File: src/rtl/i2c_rb_pkg.sv
package i2c_rb_pkg;
  typedef enum logic [3:0] {
    ST_IDLE,
    ST_RX_ADDR,
    ST_ACK_ADDR,
    ST_RX_REG,
    ST_ACK_REG,
    ST_RX_DATA,
    ST_ACK_DATA,
    ST_TX_DATA,
    ST_RX_ACK,
    ST_IGNORE
  } rb_state_t;

  localparam int BYTE_W = 8;
endpackage

File: src/rtl/i2c_rb_filter.sv
module i2c_rb_filter #(
  parameter int STAGES = 2,
  parameter int TAPS   = 3
) (
  input  logic clk,
  input  logic rst_n,
  input  logic din,
  output logic dout
);
  localparam int HALF = TAPS / 2;

  logic [STAGES-1:0] sync_q;
  logic [TAPS-1:0]   win_q;
  logic              vote;

  assign vote = ($countones(win_q) > HALF);

  // Lines idle high, so every stage resets to 1.
  always_ff @(posedge clk or negedge rst_n) begin
    if (!rst_n) begin
      sync_q <= '1;
      win_q  <= '1;
      dout   <= 1'b1;
    end else begin
      sync_q <= {sync_q[STAGES-2:0], din};
      win_q  <= {win_q[TAPS-2:0], sync_q[STAGES-1]};
      dout   <= vote;
    end
  end
endmodule

File: src/rtl/i2c_rb_ptr.sv
module i2c_rb_ptr #(
  parameter int AW       = 8,
  parameter int NUM_REGS = 16
) (
  input  logic          clk,
  input  logic          rst_n,
  input  logic          clr,
  input  logic          load,
  input  logic [AW-1:0] load_val,
  input  logic          inc,
  output logic [AW-1:0] ptr,
  output logic          in_range
);
  localparam logic [AW-1:0] LAST = AW'(NUM_REGS - 1);

  logic [AW-1:0] ptr_q, ptr_d;

  always_comb begin
    ptr_d = ptr_q;
    if (clr)       ptr_d = '0;
    else if (load) ptr_d = load_val;
    else if (inc)  ptr_d = (ptr_q >= LAST) ? '0 : ptr_q + 1'b1;
  end

  always_ff @(posedge clk or negedge rst_n) begin
    if (!rst_n) ptr_q <= '0;
    else        ptr_q <= ptr_d;
  end

  assign ptr      = ptr_q;
  assign in_range = (ptr_q <= LAST);
endmodule

File: src/rtl/i2c_regbank_target.sv
module i2c_regbank_target
  import i2c_rb_pkg::*;
#(
  parameter logic [6:0] TARGET_ADDR = 7'h2A,
  parameter int         NUM_REGS    = 16,
  parameter int         SYNC_STAGES = 2,
  parameter int         FILT_TAPS   = 3
) (
  input  logic       clk,
  input  logic       rst_n,
  input  logic       scl_i,
  input  logic       sda_i,
  output logic       sda_oe,
  output logic [7:0] reg_addr,
  output logic [7:0] reg_wdata,
  output logic       reg_we,
  input  logic [7:0] reg_rdata
);
  localparam int         AW       = 8;
  localparam logic [3:0] RX_LAST  = 4'(BYTE_W);
  localparam logic [3:0] TX_LAST  = 4'(BYTE_W - 1);

  // ---------------- line conditioning ----------------
  logic [1:0] line_raw, line_f;
  assign line_raw = {scl_i, sda_i};

  for (genvar g = 0; g < 2; g++) begin : g_line
    i2c_rb_filter #(.STAGES(SYNC_STAGES), .TAPS(FILT_TAPS)) u_filt (
      .clk  (clk),
      .rst_n(rst_n),
      .din  (line_raw[g]),
      .dout (line_f[g])
    );
  end

  logic scl_f, sda_f, scl_q, sda_q;
  assign scl_f = line_f[1];
  assign sda_f = line_f[0];

  always_ff @(posedge clk or negedge rst_n) begin
    if (!rst_n) begin
      scl_q <= 1'b1;
      sda_q <= 1'b1;
    end else begin
      scl_q <= scl_f;
      sda_q <= sda_f;
    end
  end

  logic scl_rise, scl_fall, start_det, stop_det;
  assign scl_rise  =  scl_f & ~scl_q;
  assign scl_fall  = ~scl_f &  scl_q;
  assign start_det =  scl_f &  scl_q &  sda_q & ~sda_f;
  assign stop_det  =  scl_f &  scl_q & ~sda_q &  sda_f;

  // ---------------- pointer ----------------
  logic          ptr_clr, ptr_load, ptr_inc, ptr_ok;
  logic [AW-1:0] ptr;

  i2c_rb_ptr #(.AW(AW), .NUM_REGS(NUM_REGS)) u_ptr (
    .clk     (clk),
    .rst_n   (rst_n),
    .clr     (ptr_clr),
    .load    (ptr_load),
    .load_val(shreg_q),
    .inc     (ptr_inc),
    .ptr     (ptr),
    .in_range(ptr_ok)
  );

  // ---------------- protocol state ----------------
  rb_state_t  state_q, state_d;
  logic [3:0] cnt_q, cnt_d;
  logic [7:0] shreg_q, shreg_d;
  logic [7:0] txsh_q, txsh_d;
  logic       rw_q, rw_d;
  logic       acked_q, acked_d;
  logic       oe_q, oe_d;
  logic [7:0] rd_byte;

  assign rd_byte = ptr_ok ? reg_rdata : 8'h00;

  always_comb begin
    state_d  = state_q;
    cnt_d    = cnt_q;
    shreg_d  = shreg_q;
    txsh_d   = txsh_q;
    rw_d     = rw_q;
    acked_d  = acked_q;
    oe_d     = oe_q;
    ptr_clr  = 1'b0;
    ptr_load = 1'b0;
    ptr_inc  = 1'b0;
    reg_we   = 1'b0;

    if (stop_det) begin
      state_d = ST_IDLE;
      oe_d    = 1'b0;
      ptr_clr = 1'b1;
    end else if (start_det) begin
      state_d = ST_RX_ADDR;
      cnt_d   = '0;
      oe_d    = 1'b0;
    end else begin
      unique case (state_q)
        ST_RX_ADDR, ST_RX_REG, ST_RX_DATA: begin
          if (scl_rise) begin
            shreg_d = {shreg_q[6:0], sda_f};
            cnt_d   = cnt_q + 1'b1;
          end else if (scl_fall && cnt_q == RX_LAST) begin
            cnt_d = '0;
            if (state_q == ST_RX_ADDR) begin
              if (shreg_q[7:1] == TARGET_ADDR) begin
                rw_d    = shreg_q[0];
                oe_d    = 1'b1;
                state_d = ST_ACK_ADDR;
              end else begin
                state_d = ST_IGNORE;
              end
            end else if (state_q == ST_RX_REG) begin
              ptr_load = 1'b1;
              oe_d     = 1'b1;
              state_d  = ST_ACK_REG;
            end else begin
              reg_we  = ptr_ok;
              ptr_inc = 1'b1;
              oe_d    = 1'b1;
              state_d = ST_ACK_DATA;
            end
          end
        end
        ST_ACK_ADDR: begin
          if (scl_fall) begin
            if (rw_q) begin
              txsh_d  = rd_byte;
              oe_d    = ~rd_byte[7];
              cnt_d   = '0;
              state_d = ST_TX_DATA;
            end else begin
              oe_d    = 1'b0;
              state_d = ST_RX_REG;
            end
          end
        end
        ST_ACK_REG, ST_ACK_DATA: begin
          if (scl_fall) begin
            oe_d    = 1'b0;
            state_d = ST_RX_DATA;
          end
        end
        ST_TX_DATA: begin
          if (scl_fall) begin
            if (cnt_q == TX_LAST) begin
              oe_d    = 1'b0;
              ptr_inc = 1'b1;
              state_d = ST_RX_ACK;
            end else begin
              txsh_d = {txsh_q[6:0], 1'b0};
              oe_d   = ~txsh_q[6];
              cnt_d  = cnt_q + 1'b1;
            end
          end
        end
        ST_RX_ACK: begin
          if (scl_rise) begin
            acked_d = ~sda_f;
          end else if (scl_fall) begin
            if (acked_q) begin
              txsh_d  = rd_byte;
              oe_d    = ~rd_byte[7];
              cnt_d   = '0;
              state_d = ST_TX_DATA;
            end else begin
              state_d = ST_IGNORE;
            end
          end
        end
        default: ;
      endcase
    end
  end

  always_ff @(posedge clk or negedge rst_n) begin
    if (!rst_n) begin
      state_q <= ST_IDLE;
      cnt_q   <= '0;
      shreg_q <= '0;
      txsh_q  <= '0;
      rw_q    <= 1'b0;
      acked_q <= 1'b0;
      oe_q    <= 1'b0;
    end else begin
      state_q <= state_d;
      cnt_q   <= cnt_d;
      shreg_q <= shreg_d;
      txsh_q  <= txsh_d;
      rw_q    <= rw_d;
      acked_q <= acked_d;
      oe_q    <= oe_d;
    end
  end

  assign sda_oe    = oe_q;
  assign reg_addr  = ptr;
  assign reg_wdata = shreg_q;
endmodule

File: config.mk
export PLATFORM = sky130hd
export DESIGN_NAME = i2c_regbank_target
export DESIGN_NICKNAME = d
export VERILOG_FILES = /design/src/rtl/i2c_rb_pkg.sv /design/src/rtl/i2c_rb_filter.sv /design/src/rtl/i2c_rb_ptr.sv /design/src/rtl/i2c_regbank_target.sv
export SDC_FILE = /design/constraint.sdc
export NUM_CORES = 1
export LEC_CHECK = 0
export ABC_AREA = 1
export BUFFER_PORTS_ARGS = -buffer_cell sky130_fd_sc_hd__buf_4
export CORE_MARGIN = 4
export CORE_UTILIZATION = 45
export CTS_CLUSTER_SIZE = 8
export DETAILED_ROUTE_END_ITERATION = 10
export GPL_TIMING_DRIVEN = 0
export PLACE_DENSITY_LB_ADDON = 0.2
export SYNTH_ARGS = -nofsm -noshare
export SYNTH_HDL_FRONTEND = slang
export SYNTH_HIERARCHICAL = 1
export SYNTH_SLANG_ARGS = --single-unit
export TNS_END_PERCENT = 30
File: constraint.sdc
create_clock -name clk -period 5.04 [get_ports clk]
set_input_delay 0.504 -clock clk [delete_from_list [all_inputs] [get_ports clk]]
set_output_delay 0.504 -clock clk [all_outputs]
set_load 0.005 [all_outputs]
### Yosys cells after proc, flatten, opt, wreduce, memory -nomap -nowiden

Index checks and enable logic that the tools add are counted.

* eq/ne operators: 36
* reductions and logical operators: 14
* magnitude comparators: 4
* muxes and demuxes: 79
* bitwise gates (word level): 16
* $add $sub $neg: 6

Operators with widths (number)
* 4-bit 2-to-1 mux: 23
* 32-bit by 1-bit adder with 32-bit output: 2
* 32-bit by 2-bit > comparator with 1-bit output, second input constant: 2
* 7-bit 2-to-1 mux: 7
* 8-bit 2-to-1 mux: 5
* 4-bit != test, second input constant: 10
* 1-bit 2-to-1 mux: 37
* 10-bit AND reduction: 3
* 3-bit != test, second input constant: 7
* 7-bit one-hot mux with 3 select lines: 1
* 4-bit by 3-bit equality test with 1-bit output, second input constant: 5
* 4-bit one-hot mux with 5 select lines: 1
* 4-bit one-hot mux with 4 select lines: 1
* 2-bit != test, second input constant: 7
* 1-bit NOT: 9
* 9-bit AND reduction: 1
* 8-bit by 1-bit adder with 8-bit output, second input constant: 1
* 4-bit by 2-bit equality test with 1-bit output, second input constant: 2
* 4-bit equality test, second input constant: 2
* 8-bit by 4-bit greater-or-equal comparator with 1-bit output, second input constant: 1
* 8-bit by 4-bit <= comparator with 1-bit output, second input constant: 1
* 4-bit AND reduction: 2
* 1-bit bitwise AND: 7
* 7-bit by 6-bit equality test with 1-bit output, second input constant: 1
* 15 further kinds: 17

* logic and storage cells: 171
* input port bits: 12
* output and inout bits: 18
* register bits: 48

### Longest topological paths before layout

* depth in word-level cells: 11
* mapped depth: 12
* gate-level depth less buffers: 11

### Modules after synthesis

Netlist, hierarchy kept.

Modules (own cells, without submodules)
* i2c_regbank_target: cells an instance 288, sequential area each 703.2 sq um, instances 1, area an instance 1919.3 sq um
* i2c_rb_ptr: cells an instance 58, sequential area each 200.2 sq um, instances 1, area an instance 478.0 sq um
* i2c_rb_filter: cells an instance 10, sequential area each 157.7 sq um, instances 2, area an instance 181.4 sq um

### Least setup slack after synthesis

Ideal clock, no wire load.

* path kind: reg-to-reg
* start: register scl_q
* end: register u_ptr.ptr_q[4] (netlist: u_ptr/ptr[4])
* setup slack: 3305 ps
* arrival: 1614 ps
* clock period less this slack: 1735 ps
* cell stages (with the launch flop): 10
* path buffers: 1
* library setup time: 122 ps
* required time: 4918 ps
* path through: dfstp_2 -> inv_1 -> nor2_1 -> nand4_1 -> nor3_1 -> buf_6 -> nor2_2 -> nand2_1 -> inv_2 -> a32o_1

* word-level cells in the longest chain between the ends: 9
* elaborated cells on any way between the ends: 24
* those cells by class: 14 x mux; 8 x bitwise; 2 x reduce/logical

RTL lines
* start: declaration: line i2c_regbank_target.sv:36 `logic scl_f, sda_f, scl_q, sda_q;`
* start signal: assignment: line i2c_regbank_target.sv:45 `scl_q <= scl_f;`
* 1-bit bitwise AND: line i2c_regbank_target.sv:52 `assign scl_fall = ~scl_f & scl_q;`
* 1-bit logical AND: line i2c_regbank_target.sv:110 `end else if (scl_fall && cnt_q == RX_LAST) begin`
* 1-bit 2-to-1 mux: line i2c_regbank_target.sv:110
* 1-bit 2-to-1 mux: line i2c_regbank_target.sv:107 `if (scl_rise) begin`
* 1-bit 2-to-1 mux: line i2c_regbank_target.sv:105 `unique case (state_q)`
* 1-bit 2-to-1 mux: line i2c_regbank_target.sv:100 `end else if (start_det) begin`
* 1-bit 2-to-1 mux (*): line i2c_regbank_target.sv:96 `if (stop_det) begin`
* via ptr_load: line i2c_regbank_target.sv:57 `logic ptr_clr, ptr_load, ptr_inc, ptr_ok;`
* 8-bit 2-to-1 mux: line i2c_rb_ptr.sv:21 `else if (load) ptr_d = load_val;`
* 8-bit 2-to-1 mux: line i2c_rb_ptr.sv:20 `if (clr) ptr_d = '0;`
* end signal: assignment: line i2c_rb_ptr.sv:27 `else ptr_q <= ptr_d;`
* end: declaration: line i2c_rb_ptr.sv:16 `logic [AW-1:0] ptr_q, ptr_d;`

The timed path passes the listed nets; every way through them passes the cells marked *.
A chain may end at the register's enable or synchronous reset.

### Worst setup path after layout

* start: register scl_q
* end: output reg_we

* word-level cells in the longest chain between the ends: 7
* elaborated cells on any way between the ends: 14
* those cells by class: 5 x mux; 8 x bitwise; 1 x reduce/logical

RTL lines
* 1-bit bitwise AND: line i2c_regbank_target.sv:52
* 1-bit logical AND: line i2c_regbank_target.sv:110
* 1-bit 2-to-1 mux: line i2c_regbank_target.sv:110
* 1-bit 2-to-1 mux: line i2c_regbank_target.sv:107
* 1-bit 2-to-1 mux: line i2c_regbank_target.sv:105
* 1-bit 2-to-1 mux: line i2c_regbank_target.sv:100
* 1-bit 2-to-1 mux (*): line i2c_regbank_target.sv:96
* end: declaration: line i2c_regbank_target.sv:16 `output logic reg_we,`

Every way passes the cells marked *; elsewhere a longest branch is shown, timed or not.

==> run metrics <==
outcome=finished clean; EDFF count, synth=0; Critical Path AT=~1900 ps; RSZ-0062 raised after global routing=false; Post-CTS Resized=0; Die Wd=86.32 um; routed via count=between 2000 and 2500; placed cells=470; final WL=around 6200 um; Post-synth top cells=nand2_1 (126), nor2_1 (47), dfrtp_1 (34), inv_1 (34), nand3_1 (27); residual DRC count=0; Clk pin slew, worst setup/hold paths=100 ps; Register-to-Register Setup Slack=2950 ps; ys async rst share=1.000; # nets final=419; #FFs+latches synth=48; hold_buf cts=0; CP required=roughly 4500 ps; H-tree levels=2; initial antenna violation count=0; Starting Density=0.4662; Post-synth top flop=dfrtp_1; pin count of the biggest net entering global routing=slightly below 50; Max clock buf depth=2; Leak=1.703 nW; clk sinks=48; Rows=28; DR WL/cell=around 13 um; r2r startpoint=scl_q; max_slew headroom=0.6071; global-route congestion overflow total=0; hpwl dp=4662 um; die height=approximately 86 um; R2R Path End=u_ptr/ptr[7]; Vias/cell=approximately 5; Finish-stage setup viols=0; port bufs=29; register area share after synthesis=0.4415; antenna fix cells=0; Die Area=between 7000 and 8000 sq um; final period utilization=0.4780; number of routed nets with antenna violations=0; top-count cell post-synth=nand2_1; area leader, netlist=dfrtp_1; synth top area cells=dfrtp_1 (31%), nand2_1 (17%), dfstp_2 (13%); Top Ports=30; CP endpoint kind=output port; min Tclk post-route=2409 ps; max-slew violation count=0; Mapped Cells=about 370; Cell Pwr Density=506.9 nW/um^2; # Post-CTS Setup Buffers=0; largest fanout on the critical path=7; vias in the first global route=2334; fin area=approximately 3200 sq um; Fin Clk Skew=approximately 9.7 ps; mapped cell area=around 2800 sq um; CTS tree=built; GRT Total Usage=0.1806; TNS Setup=0 ps; Mean Syn Cell Area=roughly 7.5 sq um; Synth cell types=31; CTS Buf Count=5; Worst VDD drop=between 0.2 and 0.3 mV; Tightest Pin Transition=about 590 ps; min-delay worst type=input port to asynchronous set/reset pin; 1st-pass router iterations=4; area grow syn2layout=16.09%; first-pass GRT wire length=10850 um; Root Buffer=clkbuf_8; max-cap violations=0; Synth top area share=0.3083; Final Non-Filler Cells=478; core area=slightly below 6000 sq um; Reg2Reg Depth=9; crit path kind=flop to output port; Max Fclk=roughly 420 MHz; share of layout cells above drive strength 1=0.2159; routability cong.=~0.93; Syn. warnings=6; clk_lat worst skew=a little over 300 ps; Placed Instance Area=3072 sq um; Synth Net Count=~380; CP Launch Type=flop; initial drt markers=163; endpoints failing hold=0
## how the worst max path moves through the flow
stage / start / endpoint / slack, ps / cells past startpoint
floorplan: scl_q / u_ptr/ptr[4] / 3300 / 9
global placement: scl_q / reg_we / 2930 / 7
detailed placement: scl_q / u_ptr/ptr[5] / 2960 / 9
CTS: scl_q / reg_we / 2630 / 7
global route: scl_q / reg_we / 2480 / 7
finish: scl_q / reg_we / 2630 / 7
## where the power goes
group	switching (W)	internal (W)
Combinational	0.000449	0.000272
Sequential	0.000102	0.000485
Clock	0.000138	0.000180
Total	0.000688	0.000936
## kinds of logic (layout without fill, tap and decap cells)
family / Yosys count / after routing / share of synthesized area
multiplexers: 4 / 4 / 0.01632
flip-flops: 48 / 48 / 0.4415
adder cells (fa/ha/maj): 5 / 5 / 0.02267
AND/OR/NAND/NOR: 232 / 232 / 0.3722
AO/OA/AOI/OAI: 31 / 31 / 0.07298
XOR/XNOR: 2 / 2 / 0.006347
buffers and inverters: 44 / 81 / 0.06799
## through the flow
stage	hold WS, ps	util	setup slack, ps	power (W)
after floorplan	208.4	-	3305	0.001108
after global placement	346.9	0.5188	2931	0.001298
after detailed placement	347.3	0.5188	2957	0.001314
after CTS	215.2	0.5412	2627	0.001641
after global routing	236.6	0.5412	2483	0.001784
final	188.1	0.5412	2631	0.001624
## area by class of cell
class                   instances  area [sq um]
fillers                       554          2716
multi-input cells             274          1354
flip-flops and latches         48          1219
repair buffers                 29         217.7
inverters                      39         151.4
clock buffers                   6         93.84
well taps                      75         93.84
clock inverters                 2         38.79
plain buffers                   5         36.28
## layer usage
metal,global-route usage,routed length [um],up-vias
met2,0.2964,2913,66
li1,-,-,1244
met4,0.04249,57,0
met1,0.2476,2870,1093
met3,0.03517,334,5
met5,0,0,-
## state kept, by name, summed over array words and instances, names as in the netlist
| name | cells |
|---|---|
| reg_wdata | 8 |
| u_ptr/ptr | 8 |
| txsh_q | 7 |
| g_line.u_filt/win_q | 6 |
| cnt_q | 4 |
| g_line.u_filt/sync_q | 4 |
| state_q | 4 |
| g_line.u_filt/dout | 2 |
| acked_q | 1 |
| rw_q | 1 |
| scl_q | 1 |
| sda_oe | 1 |
| sda_q | 1 |
## worst max-delay path: stages, from the launching register on
cell and delay, ps:
dfstp_2 590, inv_1 50, nor2_1 230, nand4_1 270, inv_1 130, nand3_1 100
nor2_1 120, buf_4 120
## cell usage in the layout, fill, tap and decap left out, drive strengths merged
cell    instances
nand2         133
nor2           58
inv            39
dfrtp          34
buf            33
nand3          29
dfstp          14
a21oi          12
o21ai           9
nand4           8
clkbuf          7
a22oi           6
ha              5
a32o            4
mux2            4
nor3            3
xnor2           2
or2             1
bufinv          1
clkinv          1
(Power assumes the default switching activity.)
